**config.mk**
```make
export PLATFORM = sky130hd
export DESIGN_NAME = pwrdn_wake_seq
export DESIGN_NICKNAME = d
export VERILOG_FILES = /design/src/rtl/pws_pkg.sv /design/src/rtl/pws_sync.sv /design/src/rtl/pws_hold_ctrl.sv /design/src/rtl/pws_irq_latch.sv /design/src/rtl/pwrdn_wake_seq.sv
export SDC_FILE = /design/constraint.sdc
export NUM_CORES = 1
export LEC_CHECK = 0
export BUFFER_PORTS_ARGS = -buffer_cell sky130_fd_sc_hd__buf_2
export CELL_PAD_IN_SITES_DETAIL_PLACEMENT = 1
export CELL_PAD_IN_SITES_GLOBAL_PLACEMENT = 1
export CORE_ASPECT_RATIO = 1.25
export CORE_UTILIZATION = 37
export CTS_CLUSTER_SIZE = 40
export DETAILED_ROUTE_END_ITERATION = 16
export PLACE_DENSITY = 0.81
export SLEW_MARGIN = 20
export SYNTH_ARGS = -nofsm -noshare
export SYNTH_HDL_FRONTEND = slang
export SYNTH_SLANG_ARGS = --single-unit
```
**constraint.sdc**
```tcl
create_clock -name ref_clk -period 2.47 [get_ports ref_clk]
set_input_delay 0.3705 -clock ref_clk [delete_from_list [all_inputs] [get_ports ref_clk]]
set_output_delay 0.3705 -clock ref_clk [all_outputs]
set_load 0.05 [all_outputs]
```
**src/rtl/pws_pkg.sv**
```systemverilog
// Shared types for the powerdown wake and reset sequencer.
package pws_pkg;

    // Sequencer phase: core running, reset pin being counted, or parked after a short hold.
    typedef enum logic [1:0] {
        PWS_RUN   = 2'd0,
        PWS_HOLD  = 2'd1,
        PWS_SHORT = 2'd2
    } pws_state_e;

endpackage

```
**src/rtl/pws_sync.sv**
```systemverilog
// Multi-flop synchronizer for one asynchronous level.
// Assumes STAGES >= 2 and a level that stays stable far longer than one clock period.
module pws_sync #(
    parameter int   STAGES  = 2,
    parameter logic RST_VAL = 1'b1
) (
    input  logic clk,
    input  logic rst_n,
    input  logic d,
    output logic q
);

    logic [STAGES-1:0] chain_q;

    // Shift the asynchronous level through the flop chain.
    always_ff @(posedge clk) begin
        if (!rst_n) chain_q <= {STAGES{RST_VAL}};
        else        chain_q <= {chain_q[STAGES-2:0], d};
    end

    assign q = chain_q[STAGES-1];

endmodule

```
**src/rtl/pws_hold_ctrl.sv**
```systemverilog
// Counts how long the synchronized reset pin stays low and decides on release.
// It releases the core only when the count meets the hold chosen at entry.
// Assumes por_s_n is already in the clk domain.
module pws_hold_ctrl
    import pws_pkg::*;
#(
    parameter int                SETTLE_CYC   = 2000,
    parameter int                PLL_LOCK_CYC = 1000,
    parameter int                STABLE_CYC   = 5,
    parameter int                ADDR_W       = 24,
    parameter logic [ADDR_W-1:0] RESTART_ADDR = 24'h010000
) (
    input  logic              clk,
    input  logic              rst_n,
    input  logic              por_s_n,
    input  logic              clk_chg,
    input  logic              boot_sel,
    output logic              core_rst_n,
    output logic              restart_vld,
    output logic [ADDR_W-1:0] restart_addr,
    output logic              boot_req,
    output logic              short_err
);

    localparam int LONG_CYC = SETTLE_CYC + PLL_LOCK_CYC;
    localparam int MAX_CYC  = (LONG_CYC > STABLE_CYC) ? LONG_CYC : STABLE_CYC;
    localparam int CNT_W    = $clog2(MAX_CYC + 1);

    pws_state_e       state_q;
    logic [CNT_W-1:0] cnt_q;
    logic [CNT_W-1:0] need_q;
    logic             boot_q;

    // Sequencer: start a hold on pin assertion, saturate the count, judge it on release.
    always_ff @(posedge clk) begin
        if (!rst_n) begin
            state_q      <= PWS_RUN;
            cnt_q        <= '0;
            need_q       <= '0;
            boot_q       <= 1'b0;
            core_rst_n   <= 1'b1;
            restart_vld  <= 1'b0;
            restart_addr <= '0;
            boot_req     <= 1'b0;
            short_err    <= 1'b0;
        end else begin
            restart_vld <= 1'b0;
            boot_req    <= 1'b0;
            case (state_q)
                PWS_HOLD: begin
                    if (!por_s_n) begin
                        if (cnt_q < need_q) cnt_q <= cnt_q + CNT_W'(1);
                    end else if (cnt_q >= need_q) begin
                        state_q      <= PWS_RUN;
                        core_rst_n   <= 1'b1;
                        restart_vld  <= 1'b1;
                        restart_addr <= RESTART_ADDR;
                        boot_req     <= boot_q;
                    end else begin
                        state_q   <= PWS_SHORT;
                        short_err <= 1'b1;
                    end
                end
                default: begin
                    if (!por_s_n) begin
                        state_q    <= PWS_HOLD;
                        cnt_q      <= CNT_W'(1);
                        need_q     <= clk_chg ? CNT_W'(LONG_CYC) : CNT_W'(STABLE_CYC);
                        boot_q     <= boot_sel;
                        core_rst_n <= 1'b0;
                        short_err  <= 1'b0;
                    end
                end
            endcase
        end
    end

    // a release never happens before the required count.
    a_r3_release_count_met: assert property (@(posedge clk) disable iff (!rst_n)
        $rose(core_rst_n) |-> ($past(cnt_q) >= $past(need_q)));

    // the restart strobe lasts one cycle and marks the reset release.
    a_r4_vld_single: assert property (@(posedge clk) disable iff (!rst_n)
        restart_vld |=> !restart_vld);
    a_r4_vld_on_release: assert property (@(posedge clk) disable iff (!rst_n)
        restart_vld |-> (core_rst_n && !$past(core_rst_n)));

    // a boot request only comes with a restart.
    a_r5_boot_with_vld: assert property (@(posedge clk) disable iff (!rst_n)
        boot_req |-> restart_vld);

    // the error flag means the core is still held.
    a_r6_short_held: assert property (@(posedge clk) disable iff (!rst_n)
        short_err |-> !core_rst_n);

    // a new hold clears the error flag.
    a_r7_err_clear: assert property (@(posedge clk) disable iff (!rst_n)
        $fell(core_rst_n) |-> !short_err);

endmodule

```
**src/rtl/pws_irq_latch.sv**
```systemverilog
// Holds interrupt requests pending and presents them only while the core runs.
// Assumes irq_ack comes from the running core and is one cycle per service.
module pws_irq_latch #(
    parameter int IRQ_W = 8
) (
    input  logic             clk,
    input  logic             rst_n,
    input  logic             run,
    input  logic [IRQ_W-1:0] irq_in,
    input  logic [IRQ_W-1:0] irq_ack,
    output logic [IRQ_W-1:0] irq_out
);

    logic [IRQ_W-1:0] pend_q;
    logic [IRQ_W-1:0] clr;

    // Acknowledges count only while the core runs.
    assign clr = irq_ack & {IRQ_W{run}};

    // Pending store: a new request has priority over a clear of the same bit.
    always_ff @(posedge clk) begin
        if (!rst_n) pend_q <= '0;
        else        pend_q <= (pend_q & ~clr) | irq_in;
    end

    assign irq_out = pend_q & {IRQ_W{run}};

    // a masked core cannot drop a pending bit.
    a_r9_masked_keep: assert property (@(posedge clk) disable iff (!rst_n)
        !run |=> ((pend_q & $past(pend_q)) == $past(pend_q)));

    // an acknowledge without a new request clears that bit.
    a_r9_ack_clears: assert property (@(posedge clk) disable iff (!rst_n)
        (run && |(irq_ack & ~irq_in)) |=> ((pend_q & $past(irq_ack & ~irq_in)) == '0));

    // every request is pending after the edge.
    a_r8_capture: assert property (@(posedge clk) disable iff (!rst_n)
        |irq_in |=> ((pend_q & $past(irq_in)) == $past(irq_in)));

endmodule

```
**src/rtl/pwrdn_wake_seq.sv**
```systemverilog
// Top of the powerdown wake and reset sequencer.
// Synchronizes the reset pin, runs the hold check and keeps interrupts pending
// until the core is out of reset and out of powerdown.
module pwrdn_wake_seq #(
    parameter int                SETTLE_CYC   = 2000,
    parameter int                PLL_LOCK_CYC = 1000,
    parameter int                STABLE_CYC   = 5,
    parameter int                SYNC_STAGES  = 2,
    parameter int                IRQ_W        = 8,
    parameter int                ADDR_W       = 24,
    parameter logic [ADDR_W-1:0] RESTART_ADDR = 24'h010000
) (
    input  logic              ref_clk,
    input  logic              rst_n,
    input  logic              por_pin_n,
    input  logic              clk_was_disturbed,
    input  logic              boot_strap,
    input  logic              pd_active,
    input  logic [IRQ_W-1:0]  irq_in,
    input  logic [IRQ_W-1:0]  irq_ack,
    output logic              core_rst_n,
    output logic              restart_vld,
    output logic [ADDR_W-1:0] restart_addr,
    output logic              boot_req,
    output logic              short_err,
    output logic [IRQ_W-1:0]  irq_out
);

    logic por_s_n;
    logic core_run;

    pws_sync #(
        .STAGES  (SYNC_STAGES),
        .RST_VAL (1'b1)
    ) u_sync (
        .clk   (ref_clk),
        .rst_n (rst_n),
        .d     (por_pin_n),
        .q     (por_s_n)
    );

    pws_hold_ctrl #(
        .SETTLE_CYC   (SETTLE_CYC),
        .PLL_LOCK_CYC (PLL_LOCK_CYC),
        .STABLE_CYC   (STABLE_CYC),
        .ADDR_W       (ADDR_W),
        .RESTART_ADDR (RESTART_ADDR)
    ) u_hold (
        .clk          (ref_clk),
        .rst_n        (rst_n),
        .por_s_n      (por_s_n),
        .clk_chg      (clk_was_disturbed),
        .boot_sel     (boot_strap),
        .core_rst_n   (core_rst_n),
        .restart_vld  (restart_vld),
        .restart_addr (restart_addr),
        .boot_req     (boot_req),
        .short_err    (short_err)
    );

    // The core services interrupts only when out of reset and awake.
    assign core_run = core_rst_n & ~pd_active;

    pws_irq_latch #(
        .IRQ_W (IRQ_W)
    ) u_irq (
        .clk     (ref_clk),
        .rst_n   (rst_n),
        .run     (core_run),
        .irq_in  (irq_in),
        .irq_ack (irq_ack),
        .irq_out (irq_out)
    );

    // core reset follows the synchronized pin and never a raw glitch.
    a_r1_sync_path: assert property (@(posedge ref_clk) disable iff (!rst_n)
        $fell(core_rst_n) |-> !$past(por_s_n));

    // nothing reaches the core while it is in reset.
    a_r8_reset_mask: assert property (@(posedge ref_clk) disable iff (!rst_n)
        !core_rst_n |-> (irq_out == '0));

endmodule

```
==> impl_results.rst, run 1 <==
.. list-table::
   :header-rows: 1

   * - Metric
     - Value
   * - Post-detailed-routing wire length
     - 4.95 mm
   * - GRT Resource Usage Total
     - a little under a fifth
   * - TritonCTS buffer count
     - 5
   * - Final critical path time including I/O delays and setup
     - roughly 2.2 ns
   * - Worst path cell trace
     - inv_2 > ha_1 > a211o_1 > a21oi_4 > o221ai_2 > buf_4 > a2111o_1 > o21ai_0
   * - Util after Layout
     - between 40 and 50%
   * - MaxCap Viol Count
     - 0
   * - Clk_skew
     - approximately 0.005 ns
   * - Post-synthesis share of cell area spent on xor and xnor gates
     - 0%
   * - Signed area change from the synthesized netlist to the final layout
     - 14.3%
   * - Worst Path Class, Setup
     - reg -> reg
   * - Gr ovfl total
     - 0
   * - Setup slack of the most critical reg-to-reg path
     - 0.24 ns
   * - Number of I/O pins
     - between 50 and 60
   * - Max rail drop VDD
     - 0.181 mV
   * - Setup repair after global routing missed its margin
     - no
   * - Highest attainable clock frequency
     - between 400 and 500 MHz
   * - Max_slew headroom
     - between 50% and 60%
   * - Number of optimization iterations in the first detailed-route pass
     - 4
   * - Count of antenna diodes in the layout
     - 0
   * - Final RePlAce weighted congestion
     - just over 0.9
   * - Pwr/cell area
     - approximately 620 nW/µm²
   * - Critical Path Source Type
     - flop
   * - DR WL/cell
     - roughly 14 µm
   * - Multiplexer fraction of the synthesized cell area
     - approximately 3.6%
   * - Post-layout nets
     - 314
   * - Flop and latch count out of synthesis
     - 32
   * - Cell chosen for the clock root
     - clkbuf_8
   * - Clock-pin slew on the worst setup and hold paths
     - ~0.070 ns
   * - Crit. End Element
     - flop
   * - Capturing point of the worst reg2reg path
     - u_hold.cnt_q[3]
   * - Dominant delay contributor by cell family on the critical path
     - compound AO/OA/AOI/OAI gates
   * - Worst min-delay path startpoint
     - clk_was_disturbed
   * - Detailed router's first-iteration violation count
     - between 90 and 100
   * - Later-pin clock latency in the skew report
     - ~0.28 ns
   * - Run status
     - finished clean
   * - WHS Path Cells
     - 2
   * - # rows
     - 29
   * - Synthesized instance count
     - between 200 and 250
   * - Critical Path Slowest Stage Cell
     - a2111o_1
   * - Setup Slack @ Placement
     - about 0.22 ns
   * - Sequential element share of the synthesized area
     - about a third
   * - Die extent in y
     - 83.6 µm
   * - Worst Max-Slew Pin Slew
     - ~0.70 ns
   * - Antenna Violating Nets Remaining
     - 0
   * - Footprint of the multi-input gates
     - approximately 1200 µm²
   * - Deepest clock path buffer count
     - 2
   * - Number of antenna violations at the first check in global routing
     - 0
   * - Maximum number of pins on one net before global-route repair
     - 17
   * - Count of filler cells inserted in the layout
     - 661
   * - RR Startpoint
     - u_hold.need_q[9]
   * - Ys async rst share
     - 0%
   * - Primary flip-flop cell chosen by synthesis mapping
     - dfxtp_1
   * - Highest-count cells in the layout ignoring fill and taps
     - 34 x buf_2, 32 x dfxtp_1, 29 x nand2_1
   * - Netlist area before placement
     - about 2000 µm²
   * - Die area
     - around 5600 µm²
   * - H-Tree Depth
     - 2
   * - Simple-gate share of the synthesized area
     - between 20% and 30%
   * - Floorplan die width
     - slightly below 70 µm
   * - Number of hold violations in the final report
     - 0
   * - Standard cell core area
     - approximately 5100 µm²
   * - Leakage power summed over all cells
     - 1.00 nW
   * - Most common library cell in the layout ignoring fill and taps
     - buf_2
   * - Synthesis warning total
     - 0
   * - Final count of pins violating max slew
     - 0
   * - Final setup violation count
     - 0
   * - Fraction of layout cells with a size suffix above 1
     - between 10% and 20%
   * - Count of distinct cell types in the synthesized netlist
     - 42
   * - Wire length of the first global-routing pass
     - between 7 and 8 mm
   * - CP Buf/Inv Count
     - 2
   * - Class of the tightest hold or removal check
     - in -> reg
   * - Total Neg Setup Slack
     - 0 ns
   * - Max stage delay on crit path
     - between 0.4 and 0.5 ns
   * - Number of DRC violations after detailed routing
     - 0
   * - Endpoint, Worst Hold
     - u_hold.need_q[2]
   * - Depth of the worst register-to-register path
     - 8
   * - Compound-gate portion of the synthesized area
     - about 20%
   * - Peak fanout along the critical path
     - 7
   * - CP arrival
     - about 2.4 ns
   * - Count of input and output buffers
     - 34
   * - Number of flops mapped to enable cells by yosys
     - 0
   * - Mean instance size in the synthesized netlist
     - a little over 8 µm²
   * - Vias in the first global route
     - 1796
   * - Crit path setup slack, layout
     - ~0.24 ns
   * - Final hold slack
     - ~0.28 ns
   * - Adder and majority cell fraction of the synthesized area
     - between 8 and 9%
   * - Half-perimeter wire length after detailed placement
     - around 3.7 mm
   * - Required time at the worst-slack endpoint
     - ~2.7 ns
   * - Clock tree from TritonCTS
     - yes
   * - Number of vias in the routed layout
     - ~1800
   * - Launching instance or port of the critical path
     - u_hold.need_q[9]
   * - Dominant combinational cell family by area after synthesis
     - simple AND/OR/NAND/NOR gates
   * - Area taken by flip-flops and latches
     - 641 µm²
   * - Final cycle utilization of the critical path
     - about nine tenths
   * - Number of vias per cell
     - roughly 5.4
   * - Starting density of the core
     - between 30% and 40%
   * - CTS sink cnt
     - 32
-- final cells by class --
cell class | count | share of cell area (%)
flip-flops and latches | 32 | 28.4
well taps | 62 | 3.44
repair buffers | 41 | 9.88
clock inverters | 2 | 1.55
multi-input cells | 191 | 52.1
clock buffers | 6 | 3.22
inverters | 8 | 1.33
-- Yosys cell counts, types with 5 or more instances --
library cell,n,share of area (%)
and2_1,9,2.9
nand3_1,5,1.3
nand4_1,7,2.2
nand2_1,29,5.5
nand2b_1,8,2.5
ha_1,13,8.2
inv_1,8,1.5
a21oi_1,15,3.8
o21ai_0,10,2.5
clkbuf_1,7,1.3
mux2i_1,7,3.6
nor2_1,19,3.6
dfxtp_1,32,32
buf_4,23,8.8
-- stage by stage --
stage / instances / area, µm² / total power [mW]
after floorplan: 263 / 2050 / 0.862
after global placement: 334 / 2150 / 0.910
after detailed placement: 334 / 2150 / 0.919
after CTS: 342 / 2250 / 1.42
after global routing: 342 / 2250 / 1.46
final: 342 / 2250 / 1.40
-- sequential cells by signal, indices dropped and copies added (netlist names) --
signal / flops
u_hold.restart_vld: 1
u_hold.boot_req: 1
u_hold.cnt_q: 12
u_hold.state_q: 2
u_sync.chain_q: 2
u_hold.core_rst_n: 1
u_irq.pend_q: 8
u_hold.boot_q: 1
u_hold.restart_addr: 1
u_hold.short_err: 1
u_hold.need_q: 2
-- worst max-delay path by stage --
stage                 endpoint  slack, ns  cells after the start
3_5_place_dp   u_hold.cnt_q[9]       0.22                      7
2_1_floorplan  u_hold.cnt_q[9]       0.34                      7
5_1_grt        u_hold.cnt_q[3]       0.07                      8
4_1_cts        u_hold.cnt_q[3]       0.14                      8
6_report       u_hold.cnt_q[3]       0.24                      8
3_3_place_gp   u_hold.cnt_q[5]       0.32                      8
-- timing repair --
item | CTS | global route
setup buffers | 0 | 0
setup endpoints to repair | 0 | 1
gates resized for setup | 0 | 1
hold endpoints to repair | 0 | 0
hold buffers | 0 | 0
-- logic make-up (layout without fill, tap and decap cells) --
logic type / count (synthesis) / in the layout
other: 1 / 23
AND/OR/NAND/NOR: 93 / 93
AO/OA/AOI/OAI: 55 / 55
multiplexers: 7 / 7
buffers and inverters: 40 / 57
flip-flops: 32 / 32
adder cells (fa/ha/maj): 13 / 13
-- where the power goes --
group | leakage, nW | internal (mW) | total, mW | switching (mW)
Sequential | 0.262 | 0.542 | 0.555 | 0.0129
Combinational | 0.687 | 0.0876 | 0.354 | 0.266
Clock | 0.0552 | 0.299 | 0.496 | 0.197
-- per-layer routing --
layer	share of wire [%]	wire length [µm]	GRT usage [%]
met1	40	1980	18.7
met2	53	2610	35.1
met3	5.0	246	3.28
met4	2.3	115	9.09
met5	0	0	0
No activity file was read; power rests on OpenSTA's default activity.
==> run 2: changes to the inputs <==
==> constraint.sdc (replaced) <==
create_clock -name ref_clk -period 2.47 [get_ports ref_clk]
set_input_delay 0.247 -clock ref_clk [delete_from_list [all_inputs] [get_ports ref_clk]]
set_output_delay 0.247 -clock ref_clk [all_outputs]
set_load 0.05 [all_outputs]
==> impl_results.rst, run 2 (same netlist as run 1, synthesis figures left out) <==
.. list-table::
   :header-rows: 1

   * - Metric
     - Value
   * - Crit path setup slack, layout
     - 0.186 ns (-0.0532 ns)
   * - Final instance count without filler cells
     - 343 (+0.29%)
   * - Clock network fraction of total power
     - 37.5% (+2.2 points)
   * - Peak fanout along the critical path
     - 7 (unchanged)
   * - Final count of pins violating max slew
     - 0 (unchanged)
   * - Signed area change from the synthesized netlist to the final layout
     - 15.6%
   * - Final cycle utilization of the critical path
     - 92.5% (+2.2 points)
   * - Highest attainable clock frequency
     - 438 MHz (-2.3%)
   * - Setup slack of the most critical reg-to-reg path
     - 0.19 ns (-0.05 ns)
   * - Required time at the worst-slack endpoint
     - 2.67 ns (about the same)
   * - Number of hold violations in the final report
     - 0 (unchanged)
   * - Number of antenna violations at the first check in global routing
     - 0 (unchanged)
   * - Final setup violation count
     - 0 (unchanged)
   * - Worst Max-Slew Pin Slew
     - 0.615 ns (-0.0830 ns)
   * - Leading registers by flop count
     - u_hold.cnt_q x12, u_irq.pend_q x8
   * - Cts hold-fix bufs
     - 0 (unchanged)
   * - Post-detailed-routing wire length
     - 4.83 mm (-2.4%)
   * - Setup repair bufs after CTS
     - 0 (unchanged)
   * - Starting density of the core
     - 38.5% (unchanged)
   * - WHS Path Cells
     - 2 (unchanged)
   * - Final RePlAce weighted congestion
     - 0.920 (+0.52%)
   * - Endpoint, Worst Hold
     - u_sync.chain_q[0]
   * - Class of the tightest hold or removal check
     - in -> reg
   * - Deepest clock path buffer count
     - 2 (unchanged)
   * - Most common library cell in the layout ignoring fill and taps
     - buf_2
   * - Instance area after placement
     - 2150 µm² (+0.35%)
   * - Number of vias per cell
     - 5.36 (-0.56%)
   * - CTS sink cnt
     - 32 (unchanged)
   * - Count of input and output buffers
     - 34 (unchanged)
   * - Capturing point of the worst reg2reg path
     - u_hold.restart_addr[16]
   * - Clock tree from TritonCTS
     - yes
   * - Wire length of the first global-routing pass
     - 7.67 mm (-3.8%)
   * - Later-pin clock latency in the skew report
     - 0.29 ns (about the same)
   * - Clock-pin slew on the worst setup and hold paths
     - 0.07 ns (about the same)
   * - Cell Int Power
     - 990 µW (+6.6%)
   * - # rows
     - 29 (unchanged)
   * - Detailed router's first-iteration violation count
     - 63 (-36%)
   * - Total Neg Setup Slack
     - 0 ns (unchanged)
   * - RR Startpoint
     - u_hold.need_q[9]
   * - Setup repair after global routing missed its margin
     - no
   * - Flip-flop count of the largest register after layout
     - 12 (unchanged)
   * - Vias in the first global route
     - 1736 (-3.3%)
   * - Util after Layout
     - 44.6% (+0.51 points)
   * - Highest-count cells in the layout ignoring fill and taps
     - 34 x buf_2, 32 x dfxtp_1, 29 x nand2_1
   * - Number of optimization iterations in the first detailed-route pass
     - 4 (unchanged)
   * - DR WL/cell
     - 14.1 µm (-2.7%)
   * - Final hold slack
     - 0.139 ns (-0.138 ns)
   * - H-Tree Depth
     - 2 (unchanged)
   * - Depth of the worst register-to-register path
     - 7 (-1)
   * - Worst min-delay path startpoint
     - por_pin_n
   * - Most flops, register
     - u_hold.cnt_q
   * - Number of DRC violations after detailed routing
     - 0 (unchanged)
   * - MaxCap Viol Count
     - 0 (unchanged)
   * - Die area
     - 5630 µm² (unchanged)
   * - Switching pwr
     - 474 µW (-0.33%)
   * - CP arrival
     - 2.49 ns (+0.06 ns)
   * - Half-perimeter wire length after detailed placement
     - 3.80 mm (+2.3%)
   * - Die extent in y
     - 83.6 µm (unchanged)
   * - Max_slew headroom
     - 58.5% (+5.6 points)
   * - Number of vias in the routed layout
     - 1839 (-0.27%)
   * - Final Cell Area
     - 2280 µm² (+1.2%)
   * - Number of I/O pins
     - 58 (unchanged)
   * - Count of filler cells inserted in the layout
     - 644 (-2.6%)
   * - GRT Resource Usage Total
     - 18.0% (-0.71 points)
   * - Antenna Violating Nets Remaining
     - 0 (unchanged)
   * - Setup Slack @ Placement
     - 0.171 ns (-0.0467 ns)
   * - Final critical path time including I/O delays and setup
     - 2.28 ns (+0.0532 ns)
   * - Cell chosen for the clock root
     - clkbuf_8
   * - Critical Path Source Type
     - flop
   * - Post-layout nets
     - 315 (+0.32%)
   * - Net switching share of the total power
     - 32.4% (-1.5 points)
   * - Sequential group share of total power
     - 38.0% (-1.5 points)
   * - TritonCTS buffer count
     - 5 (unchanged)
   * - Floorplan die width
     - 67.3 µm (unchanged)
   * - Standard cell core area
     - 5120 µm² (unchanged)
   * - Pwr/cell area
     - 642 nW/µm² (+3.0%)
   * - Crit. End Element
     - flop
   * - Clk_skew
     - 0.00415 ns (-0.000849 ns)
   * - Gr ovfl total
     - 0 (unchanged)
   * - Maximum number of pins on one net before global-route repair
     - 17 (unchanged)
   * - Leakage power summed over all cells
     - 1.02 nW (+1.3%)
   * - Count of antenna diodes in the layout
     - 0 (unchanged)
   * - Power, Total
     - 1.46 mW (+4.2%)
   * - Post_cts resized
     - 0 (unchanged)
   * - Logic gate share of total power
     - 24.5% (-0.7 points)
   * - Number of cells after detailed placement
     - 335 (+0.30%)
   * - Fraction of layout cells with a size suffix above 1
     - 19.6% (+0.29 points)
   * - Max rail drop VDD
     - 0.189 mV (+4.0%)
   * - Worst Path Class, Setup
     - reg -> reg
   * - Run status
     - finished clean
[run 2: cell count changes in the layout (fill, tap and decap cells not counted), sizes merged]
cell / change
buf: +1
clkbuf: +1
clkinv: -1
[run 2: area by class of cell]
class | instances | area [µm²] | share of cell area, %
sequential | 32 | 641 | 28.1
inverter | 8 | 30.0 | 1.32
clock inverter | 1 | 30.0 | 1.32
tap | 62 | 77.6 | 3.40
multi-input combinational | 191 | 1170 | 51.5
clock buffer | 7 | 96.3 | 4.23
timing repair buffer | 42 | 230 | 10.1
[run 2: critical path: stages, from the launching register on]
cell and delay, ns:
dfxtp_1 0.34, inv_1 0.13, ha_1 0.38, nand4b_1 0.20
or2_2 0.36, o221ai_1 0.42, nand2_1 0.16, o21ai_0 0.21
[run 2: how the worst max path moves through the flow]
stage,from,endpoint,slack [ns],cells after the start
3_3_place_gp,u_hold.need_q[9],u_hold.cnt_q[9],0.32,7
3_5_place_dp,u_hold.need_q[9],u_hold.restart_addr[16],0.17,7
4_1_cts,u_hold.need_q[9],u_hold.restart_addr[16],0.15,7
2_1_floorplan,u_hold.need_q[9],u_hold.cnt_q[9],0.34,7
5_1_grt,u_hold.need_q[9],u_hold.restart_addr[16],0.02,7
6_report,u_hold.need_q[9],u_hold.restart_addr[16],0.19,7
[run 2: power by group through the flow]
stage	logic (mW)	registers [mW]	clock network [mW]
2_1_floorplan	0.272	0.590	0
3_3_place_gp	0.349	0.566	0
3_5_place_dp	0.359	0.568	0
4_1_cts	0.361	0.556	0.560
5_1_grt	0.387	0.559	0.581
6_report	0.359	0.556	0.549
[run 2: metal layers]
| layer | part of all wire (%) | global-route usage (%) | wire (µm) |
|---|---|---|---|
| met4 | 2.5 | 8.90 | 123 |
| met3 | 5.3 | 3.69 | 258 |
| met2 | 52 | 32.5 | 2520 |
| met1 | 40 | 18.8 | 1930 |
| met5 | 0 | 0 | 0 |
==> run 3: changes to the inputs <==
--- a/config.mk
+++ b/config.mk
@@ -13,6 +13,7 @@
 export CTS_CLUSTER_SIZE = 40
 export DETAILED_ROUTE_END_ITERATION = 16
 export PLACE_DENSITY = 0.81
+export RECOVER_POWER = 25
 export SLEW_MARGIN = 20
 export SYNTH_ARGS = -nofsm -noshare
 export SYNTH_HDL_FRONTEND = slang
==> impl_results.rst, run 3 (same netlist as run 1, synthesis figures left out) <==
.. list-table::
   :header-rows: 1

   * - Metric
     - Value
   * - Clock tree from TritonCTS
     - yes
   * - Count of antenna diodes in the layout
     - 0 (unchanged)
   * - Worst Max-Slew Pin Slew
     - 0.609 ns (-0.00599 ns)
   * - Worst min-delay path startpoint
     - por_pin_n
   * - Final setup violation count
     - 0 (unchanged)
   * - Detailed router's first-iteration violation count
     - 69 (+9.5%)
   * - Cell chosen for the clock root
     - clkbuf_8
   * - Clock-pin slew on the worst setup and hold paths
     - 0.07 ns (about the same)
   * - Post-detailed-routing wire length
     - 4.85 mm (+0.23%)
   * - Clk_skew
     - 0.00447 ns (+0.000324 ns)
   * - Flip-flop count of the largest register after layout
     - 12 (unchanged)
   * - Setup Slack @ Placement
     - 0.171 ns (unchanged)
   * - Area taken by flip-flops and latches
     - 641 µm² (unchanged)
   * - H-Tree Depth
     - 2 (unchanged)
   * - Antenna Violating Nets Remaining
     - 0 (unchanged)
   * - CTS sink cnt
     - 32 (unchanged)
   * - Final critical path time including I/O delays and setup
     - 2.28 ns (-0.00804 ns)
   * - Number of vias in the routed layout
     - 1828 (-0.60%)
   * - Pwr/cell area
     - 643 nW/µm² (about the same)
   * - Starting density of the core
     - 38.5% (unchanged)
   * - Highest attainable clock frequency
     - 439 MHz (+0.35%)
   * - Crit path setup slack, layout
     - 0.194 ns (+0.00804 ns)
   * - Max_slew headroom
     - 59.0% (+0.40 points)
   * - Number of optimization iterations in the first detailed-route pass
     - 4 (unchanged)
   * - Number of DRC violations after detailed routing
     - 0 (unchanged)
   * - Number of antenna violations at the first check in global routing
     - 0 (unchanged)
   * - Half-perimeter wire length after detailed placement
     - 3.80 mm (unchanged)
   * - Post-layout nets
     - 315 (unchanged)
   * - Count of filler cells inserted in the layout
     - 649 (+0.78%)
   * - Die extent in y
     - 83.6 µm (unchanged)
   * - Setup repair after global routing missed its margin
     - no
   * - Max rail drop VDD
     - 0.189 mV (about the same)
   * - TritonCTS buffer count
     - 5 (unchanged)
   * - Gr ovfl total
     - 0 (unchanged)
   * - Floorplan die width
     - 67.3 µm (unchanged)
   * - Number of hold violations in the final report
     - 0 (unchanged)
   * - Launching instance or port of the critical path
     - u_hold.need_q[9]
   * - Leakage power summed over all cells
     - 0.997 nW (-2.0%)
   * - RR Startpoint
     - u_hold.need_q[9]
   * - Worst Path Class, Setup
     - reg -> reg
   * - Cts hold-fix bufs
     - 0 (unchanged)
   * - Peak fanout along the critical path
     - 7 (unchanged)
   * - Leading registers by flop count
     - u_hold.cnt_q x12, u_irq.pend_q x8
   * - Deepest clock path buffer count
     - 2 (unchanged)
   * - Wire length of the first global-routing pass
     - 7.67 mm (unchanged)
   * - MaxCap Viol Count
     - 0 (unchanged)
   * - Count of input and output buffers
     - 34 (unchanged)
   * - Total Neg Setup Slack
     - 0 ns (unchanged)
   * - Fraction of layout cells with a size suffix above 1
     - 17.8% (-1.8 points)
   * - Die area
     - 5630 µm² (unchanged)
   * - DR WL/cell
     - 14.1 µm (+0.23%)
   * - Number of vias per cell
     - 5.33 (-0.60%)
   * - CP arrival
     - 2.48 ns (about the same)
   * - Final instance count without filler cells
     - 343 (unchanged)
   * - Required time at the worst-slack endpoint
     - 2.67 ns (about the same)
   * - Vias in the first global route
     - 1736 (unchanged)
   * - Crit. End Element
     - flop
   * - Later-pin clock latency in the skew report
     - 0.28 ns (about the same)
   * - Critical Path Source Type
     - flop
   * - Footprint of the multi-input gates
     - 1170 µm² (unchanged)
   * - Maximum number of pins on one net before global-route repair
     - 17 (unchanged)
   * - Most common library cell in the layout ignoring fill and taps
     - dfxtp_1
   * - Standard cell core area
     - 5120 µm² (unchanged)
   * - Final hold slack
     - 0.140 ns (+0.000822 ns)
   * - # rows
     - 29 (unchanged)
   * - Run status
     - finished clean
   * - Number of cells after detailed placement
     - 335 (unchanged)
   * - Final cycle utilization of the critical path
     - 92.1% (-0.33 points)
   * - Number of I/O pins
     - 58 (unchanged)
   * - Signed area change from the synthesized netlist to the final layout
     - 15.2%
   * - Power, Total
     - 1.46 mW (-0.29%)
   * - Final count of pins violating max slew
     - 0 (unchanged)
   * - Post_cts resized
     - 0 (unchanged)
   * - Highest-count cells in the layout ignoring fill and taps
     - 32 x dfxtp_1, 30 x buf_2, 29 x nand2_1
   * - Class of the tightest hold or removal check
     - in -> reg
   * - Most flops, register
     - u_hold.cnt_q
   * - Final RePlAce weighted congestion
     - 0.920 (unchanged)
   * - GRT Resource Usage Total
     - 18.0% (unchanged)
   * - Setup repair bufs after CTS
     - 0 (unchanged)
## run 3: cell types whose count changed in the layout (fill, tap and decap cells not counted)
cell,change
buf_2,-4
clkbuf_1,+5
buf_4,-1
## run 3: area by class of cell
type,instances,area share (%)
multi-input combinational,191,51.7
sequential,32,28.2
timing repair buffer,42,9.75
clock buffer,7,4.24
tap,62,3.42
clock inverter,1,1.32
inverter,8,1.32
## run 3: metal layers
metal  part of all wire, %  track usage (%)  wire [µm]  vias up
met2                    51             32.5       2480       56
met4                   3.2             8.90        153        0
met1                    40             18.8       1930      862
met3                   5.7             3.69        275       13
met5                     0                0          0        -
li1                      -                -          -      897
## run 3: where the power goes
group	switching [mW]	internal (mW)	total, mW
Clock	0.193	0.356	0.549
Sequential	0.0135	0.542	0.556
Combinational	0.266	0.0891	0.355
Total	0.473	0.987	1.46
## run 3: path summary, 6_finish.rpt
path	end	slack, ns	cells after the start
max	u_hold.restart_addr[16]	0.19	7
min	u_sync.chain_q[0]	0.14	2
max reg2reg	u_hold.restart_addr[16]	0.19	7
min reg2reg	u_sync.chain_q[1]	0.41	1
## run 3: critical path: stages, from the launching register on
cell and delay [ns]:
dfxtp_1 0.34, inv_1 0.13, ha_1 0.38, nand4b_1 0.20, or2_2 0.36, o221ai_1 0.42, nand2_1 0.16, o21ai_0 0.21
## run 3: per-stage QoR
step                      cell area (µm²)  util [%]
after floorplan                      2050         -
after global placement               2150      42.1
after detailed placement             2150      42.1
after CTS                            2280      44.6
after global routing                 2270      44.4
final                                2270      44.4
